<file path="config.mk">
export PLATFORM = sky130hd
export DESIGN_NAME = uart_os_rx
export DESIGN_NICKNAME = d
export VERILOG_FILES = /design/src/rtl/uart_os_rx_pkg.sv /design/src/rtl/uart_rx_filter.sv /design/src/rtl/uart_rx_frame.sv /design/src/rtl/uart_rx_break.sv /design/src/rtl/uart_os_rx.sv
export SDC_FILE = /design/constraint.sdc
export NUM_CORES = 1
export LEC_CHECK = 0
export ABC_AREA = 1
export BUFFER_PORTS_ARGS = -buffer_cell sky130_fd_sc_hd__buf_2
export CAP_MARGIN = 20
export CORE_MARGIN = 2
export CORE_UTILIZATION = 35
export CTS_BUF_LIST = sky130_fd_sc_hd__clkbuf_4
export CTS_CLUSTER_SIZE = 20
export DETAILED_ROUTE_END_ITERATION = 6
export PLACE_DENSITY = 0.57
export SYNTH_ARGS = -nofsm -noshare
export SYNTH_HDL_FRONTEND = slang
export SYNTH_SLANG_ARGS = --single-unit
</file>
<file path="constraint.sdc">
create_clock -name clk -period 2.5 [get_ports clk]
set_input_delay 0.5 -clock clk [delete_from_list [all_inputs] [get_ports clk]]
set_output_delay 0.5 -clock clk [all_outputs]
set_load 0.005 [all_outputs]
</file>
<file path="src/rtl/uart_os_rx_pkg.sv">
package uart_os_rx_pkg;

  typedef enum logic [2:0] {
    RX_IDLE,
    RX_START,
    RX_DATA,
    RX_PAR,
    RX_STOP
  } rx_state_e;

  function automatic logic expected_parity(input logic data_xor, input logic odd);
    return data_xor ^ odd;
  endfunction

endpackage

</file>
<file path="src/rtl/uart_rx_filter.sv">
module uart_rx_filter #(
  parameter int SYNC_STAGES = 2,
  parameter int FILT_LEN    = 3
) (
  input  logic clk,
  input  logic rst,
  input  logic tick,
  input  logic rx_i,
  input  logic filt_en,
  output logic line_o
);
  localparam int HIST_W = FILT_LEN - 1;

  logic [SYNC_STAGES-1:0] sync_q;
  logic [HIST_W-1:0]      hist_q;
  logic [FILT_LEN-1:0]    window;

  always_ff @(posedge clk) begin
    if (rst) sync_q <= '1;
    else     sync_q <= {sync_q[SYNC_STAGES-2:0], rx_i};
  end

  assign window = {hist_q, sync_q[SYNC_STAGES-1]};

  always_ff @(posedge clk) begin
    if (rst) begin
      hist_q <= '1;
      line_o <= 1'b1;
    end else if (tick) begin
      hist_q <= window[HIST_W-1:0];
      if (!filt_en)        line_o <= sync_q[SYNC_STAGES-1];
      else if (&window)    line_o <= 1'b1;
      else if (~|window)   line_o <= 1'b0;
    end
  end
endmodule

</file>
<file path="src/rtl/uart_rx_frame.sv">
module uart_rx_frame
  import uart_os_rx_pkg::*;
#(
  parameter int DATA_W = 8,
  parameter int OSR    = 16
) (
  input  logic              clk,
  input  logic              rst,
  input  logic              tick,
  input  logic              line_i,
  input  logic              par_en,
  input  logic              par_odd,
  output logic [DATA_W-1:0] data_o,
  output logic              valid_o,
  output logic              par_err_o,
  output logic              frm_err_o
);
  localparam int CNT_W = $clog2(OSR);
  localparam int IDX_W = $clog2(DATA_W);
  localparam logic [CNT_W-1:0] HALF_END = CNT_W'(OSR/2 - 1);
  localparam logic [CNT_W-1:0] FULL_END = CNT_W'(OSR - 1);
  localparam logic [IDX_W-1:0] LAST_IDX = IDX_W'(DATA_W - 1);

  rx_state_e         state_q;
  logic [CNT_W-1:0]  cnt_q;
  logic [IDX_W-1:0]  idx_q;
  logic [DATA_W-1:0] shreg_q;
  logic              par_bit_q;
  logic              at_mid;

  assign at_mid = (cnt_q == FULL_END);

  always_ff @(posedge clk) begin
    if (rst) begin
      state_q   <= RX_IDLE;
      cnt_q     <= '0;
      idx_q     <= '0;
      shreg_q   <= '0;
      par_bit_q <= 1'b0;
      data_o    <= '0;
      valid_o   <= 1'b0;
      par_err_o <= 1'b0;
      frm_err_o <= 1'b0;
    end else begin
      valid_o   <= 1'b0;
      par_err_o <= 1'b0;
      frm_err_o <= 1'b0;
      if (tick) begin
        case (state_q)
          RX_IDLE: begin
            if (!line_i) begin
              state_q <= RX_START;
              cnt_q   <= '0;
            end
          end
          RX_START: begin
            if (line_i) begin
              state_q <= RX_IDLE;
            end else if (cnt_q == HALF_END) begin
              state_q <= RX_DATA;
              cnt_q   <= '0;
              idx_q   <= '0;
            end else begin
              cnt_q <= cnt_q + 1'b1;
            end
          end
          RX_DATA: begin
            if (at_mid) begin
              cnt_q   <= '0;
              shreg_q <= {line_i, shreg_q[DATA_W-1:1]};
              if (idx_q == LAST_IDX) state_q <= par_en ? RX_PAR : RX_STOP;
              else                   idx_q   <= idx_q + 1'b1;
            end else begin
              cnt_q <= cnt_q + 1'b1;
            end
          end
          RX_PAR: begin
            if (at_mid) begin
              cnt_q     <= '0;
              par_bit_q <= line_i;
              state_q   <= RX_STOP;
            end else begin
              cnt_q <= cnt_q + 1'b1;
            end
          end
          RX_STOP: begin
            if (at_mid) begin
              cnt_q     <= '0;
              state_q   <= RX_IDLE;
              data_o    <= shreg_q;
              valid_o   <= 1'b1;
              frm_err_o <= !line_i;
              par_err_o <= par_en &&
                           (par_bit_q != expected_parity(^shreg_q, par_odd));
            end else begin
              cnt_q <= cnt_q + 1'b1;
            end
          end
          default: state_q <= RX_IDLE;
        endcase
      end
    end
  end
endmodule

</file>
<file path="src/rtl/uart_rx_break.sv">
module uart_rx_break #(
  parameter int SEL_W = 2,
  parameter int BASE  = 2
) (
  input  logic             clk,
  input  logic             rst,
  input  logic             tick,
  input  logic             line_i,
  input  logic             frame_done,
  input  logic             frame_err,
  input  logic             frame_zero,
  input  logic [SEL_W-1:0] sel,
  output logic             brk_o
);
  localparam int MAX_LIM = BASE << ((1 << SEL_W) - 1);
  localparam int CNT_W   = $clog2(MAX_LIM + 2);

  logic [CNT_W-1:0] cnt_q;
  logic [CNT_W-1:0] limit;
  logic             armed_q;

  assign limit = CNT_W'(BASE) << sel;

  always_ff @(posedge clk) begin
    if (rst) begin
      cnt_q   <= '0;
      armed_q <= 1'b1;
      brk_o   <= 1'b0;
    end else begin
      brk_o <= 1'b0;
      if (tick && line_i) begin
        cnt_q   <= '0;
        armed_q <= 1'b1;
      end else if (frame_done) begin
        if (frame_err && frame_zero) begin
          if (cnt_q <= limit) cnt_q <= cnt_q + 1'b1;
          if (cnt_q == limit && armed_q) begin
            brk_o   <= 1'b1;
            armed_q <= 1'b0;
          end
        end else begin
          cnt_q <= '0;
        end
      end
    end
  end
endmodule

</file>
<file path="src/rtl/uart_os_rx.sv">
module uart_os_rx
  import uart_os_rx_pkg::*;
#(
  parameter int DATA_W      = 8,
  parameter int OSR         = 16,
  parameter int SYNC_STAGES = 2,
  parameter int FILT_LEN    = 3,
  parameter int SEL_W       = 2,
  parameter int BRK_BASE    = 2
) (
  input  logic              clk,
  input  logic              rst,
  input  logic              tick16,
  input  logic              rx_i,
  input  logic              par_en,
  input  logic              par_odd,
  input  logic              filt_en,
  input  logic [SEL_W-1:0]  brk_sel,
  output logic [DATA_W-1:0] rx_data,
  output logic              rx_valid,
  output logic              par_err,
  output logic              frm_err,
  output logic              brk_err
);
  logic line;

  uart_rx_filter #(.SYNC_STAGES(SYNC_STAGES), .FILT_LEN(FILT_LEN)) u_filt (
    .clk(clk), .rst(rst), .tick(tick16), .rx_i(rx_i),
    .filt_en(filt_en), .line_o(line)
  );

  uart_rx_frame #(.DATA_W(DATA_W), .OSR(OSR)) u_frame (
    .clk(clk), .rst(rst), .tick(tick16), .line_i(line),
    .par_en(par_en), .par_odd(par_odd),
    .data_o(rx_data), .valid_o(rx_valid),
    .par_err_o(par_err), .frm_err_o(frm_err)
  );

  uart_rx_break #(.SEL_W(SEL_W), .BASE(BRK_BASE)) u_brk (
    .clk(clk), .rst(rst), .tick(tick16), .line_i(line),
    .frame_done(rx_valid), .frame_err(frm_err),
    .frame_zero(rx_data == '0), .sel(brk_sel), .brk_o(brk_err)
  );
endmodule

</file>
==> impl_metrics.py <==
metrics = {
    "status": {
        "status": "complete, no violations",
    },
    "die": {
        "num_rows": 29,
        "die_h_um": 83.64,
        "core_area_um2": 6241,
        "start_util_pct": 35.57,
        "die_x_um": 83.64,
        "io_pins": 21,
        "die-area_um2": 6995,
    },
    "clock_tree": {
        "htree_num_levels": 2,
        "post_cts_buffers": 0,
        "clkSinkCount": 42,
        "cts_hold_buf": 0,
        "root_buffer": "clkbuf_4",
        "cts_tree": "built",
        "cts_resized": 0,
        "cts_buffer_depth": 2,
        "insertion_delay_ps": 360,
        "cts_buffers": 5,
        "clk_pin_slew_ps": 140,
    },
    "worst_setup_path": {
        "cp-end-kind": "register",
        "cp-start-kind": "register",
        "r2r_cells": 9,
        "critPathKind": "reg -> reg",
        "required_ps": 2810,
        "r2r-end": "u_frame.par_err_o",
        "regToRegSetupSlack_ps": 940,
        "critical_path_arrival_ps": 1870,
        "crit_start": "u_frame.cnt_q[0]",
        "endpoint": "u_frame.par_err_o",
        "r2r_start": "u_frame.cnt_q[0]",
        "crit_fanout": 10,
    },
    "grt": {
        "antenna_found_initial": 0,
        "grt_pass1_wl_mm": 7.424,
        "grt.total_usage_pct": 12.80,
        "grt_max_degree": 27,
        "grt_pass1_vias": 1680,
        "gr-total-overflow": 0,
    },
    "cells_and_area": {
        "antenna_cells": 0,
        "fin_util_pct": 39.25,
        "final_layout_size_suffix_gt1_share_pct": 18.13,
        "final_common_cell": "nor2_1",
        "layoutNonFillerInstCount": 408,
        "final_nets": 347,
        "area_growth_pct": 10.37,
        "final_cell_mix": "nor2_1, nand2_1, dfxtp_1",
    },
    "logic_synthesis": {
        "synth.avg_cell_area_um2": 7.207,
        "synth_cell_type_count": 39,
        "synth_nets": 325,
        "synthCells": 308,
        "synth_top_cell_by_area": "dfxtp_1",
        "ys_warn_count": 0,
        "ys_seq_area_share_pct": 37.88,
        "synth_area_um2": 2220,
        "synth_area_leaders": "dfxtp_1, nor2_1, nand2_1, nand3_1, ha_1",
        "yosysTopAreaCellShare_pct": 37.88,
        "synth_seq_cells": 42,
    },
    "hold_path": {
        "hp-start": "rx_i",
        "hold_class": "in -> reg",
    },
    "pwr": {
        "ir_drop_uv": 163.2,
        "combPwrFrac_pct": 6.3,
        "p_int_uw": 812.2,
        "p_sw_uw": 285.4,
        "seqPwrFrac_pct": 61.9,
        "sw_frac_of_total_pct": 26.00,
        "leakagePower_uw": 0.001116,
        "pwr-share-clk_pct": 31.9,
        "power_density_nw_per_um2": 448.0,
    },
    "sta": {
        "hold_violations": 0,
        "finalCriticalPeriod_ps": 1564,
        "tightestPinTransition_ps": 340.0,
        "finalSetupTns_ps": 0,
        "holdWs_ps": 331.4,
        "max_slew_margin_pct": 77.30,
        "clock.fmax_mhz": 639.5,
        "fin_skew_ps": 17.59,
        "rsz0062_at_grt": "no",
        "setup_viol": 0,
        "post-route-period-util_pct": 62.55,
        "drv_slew": 0,
    },
    "place": {
        "port_buffers": 20,
        "placedCellCount": 400,
        "gp_congestion": 0.7732,
        "dp.final_hpwl_mm": 3.305,
    },
    "drt": {
        "routed_wl_mm": 4.416,
        "drt_iter0_markers": 73,
        "drt-pass1-iter-count": 4,
        "avgRoutedWirePerCell_um": 10.82,
        "via_per_inst": 4.767,
        "drcViolationCount": 0,
        "vias": 1945,
        "drt.antenna.violating_nets": 0,
    },
    "flow_run": {
        "timing.max_cap.violations": 0,
    },
}
==> layer usage <==
| layer | GRT usage (%) | wire length [um] | share of wire, % | vias to the layer above |
|---|---|---|---|---|
| met2 | 21.02 | 1971 | 45 | 21 |
| met4 | 3.519 | 51 | 1.2 | 0 |
| li1 | - | - | - | 1067 |
| met3 | 3.462 | 148 | 3.4 | 4 |
| met5 | 0 | 0 | 0 | - |
| met1 | 16.57 | 2244 | 51 | 853 |
==> through the flow <==
stage	total power [uW]	area (um^2)	setup slack [ps]
4_1_cts	1119	2450	881.9
6_report	1098	2450	936.2
5_1_grt	1158	2450	753.2
3_3_place_gp	762.3	2389	716.3
2_1_floorplan	744.9	2220	902.1
3_5_place_dp	763.4	2389	645.7
==> flip-flops by register name, indices dropped and copies added (netlist names) <==
name               count
u_frame.data_o         8
u_frame.shreg_q        8
u_brk.cnt_q            5
u_frame.cnt_q          4
u_frame.idx_q          3
u_frame.state_q        3
u_filt.hist_q          2
u_filt.sync_q          2
u_brk.armed_q          1
u_brk.brk_o            1
u_filt.line_o          1
u_frame.frm_err_o      1
u_frame.par_bit_q      1
u_frame.par_err_o      1
u_frame.valid_o        1
==> worst min-delay path by stage <==
| stage | end | slack (ps) | cells after the start |
|---|---|---|---|
| 2_1_floorplan | u_filt.sync_q[1] | 390 | 1 |
| 3_5_place_dp | u_filt.sync_q[1] | 390 | 1 |
| 6_report | u_filt.sync_q[0] | 330 | 2 |
| 4_1_cts | u_filt.sync_q[0] | 310 | 2 |
| 3_3_place_gp | u_filt.sync_q[1] | 390 | 1 |
| 5_1_grt | u_filt.sync_q[0] | 320 | 2 |
==> cell type report <==
class | count | area (um^2)
fill | 681 | 3791
multi-input combinational | 239 | 1261
sequential | 42 | 840.8
timing repair buffer | 21 | 107.6
tap | 77 | 96.34
inverter | 21 | 82.58
clock buffer | 5 | 37.54
clock inverter | 3 | 23.77
==> synth_stat cells, drive strengths merged <==
cell type	number
o32ai	1
nand3	25
o22ai	1
nand2b	1
or2	3
nor3	2
xnor2	5
xor2	4
nand4	5
and3	2
nor4	1
ha	8
buf	4
a211oi	1
o21ai	23
nand3b	1
clkinv	1
dfxtp	42
nand2	63
a31o	1
inv	20
o21a	1
a21oi	19
nor2	72
clkbuf	2
==> power by group through the flow <==
stage,clock (uW),sequential [uW],combinational [uW]
2_1_floorplan,0,691,53.5
3_3_place_gp,0,694,68.7
3_5_place_dp,0,694,69.8
4_1_cts,370,679,70.0
5_1_grt,397,680,80.2
6_report,350,679,69.0
==> critical path: stages, from the launching register on <==
cell and delay (ps):
dfxtp_1 400, ha_1 220, nand3_2 150, nor2_4 140, inv_2 60, nor2_4 190
inv_4 100, nor2_4 100, nand2_1 70, a21oi_2 100
==> cell families after synthesis <==
family                     synth area share, %
buffers and inverters                    5.298
AOI/OAI and AO/OA                        12.06
xor gates and xnor gates                 3.551
and+or+nand+nor                          36.70
adders and majority gates                4.510
DFF                                      37.88
Note: power is estimated with default switching activity, not from simulation.
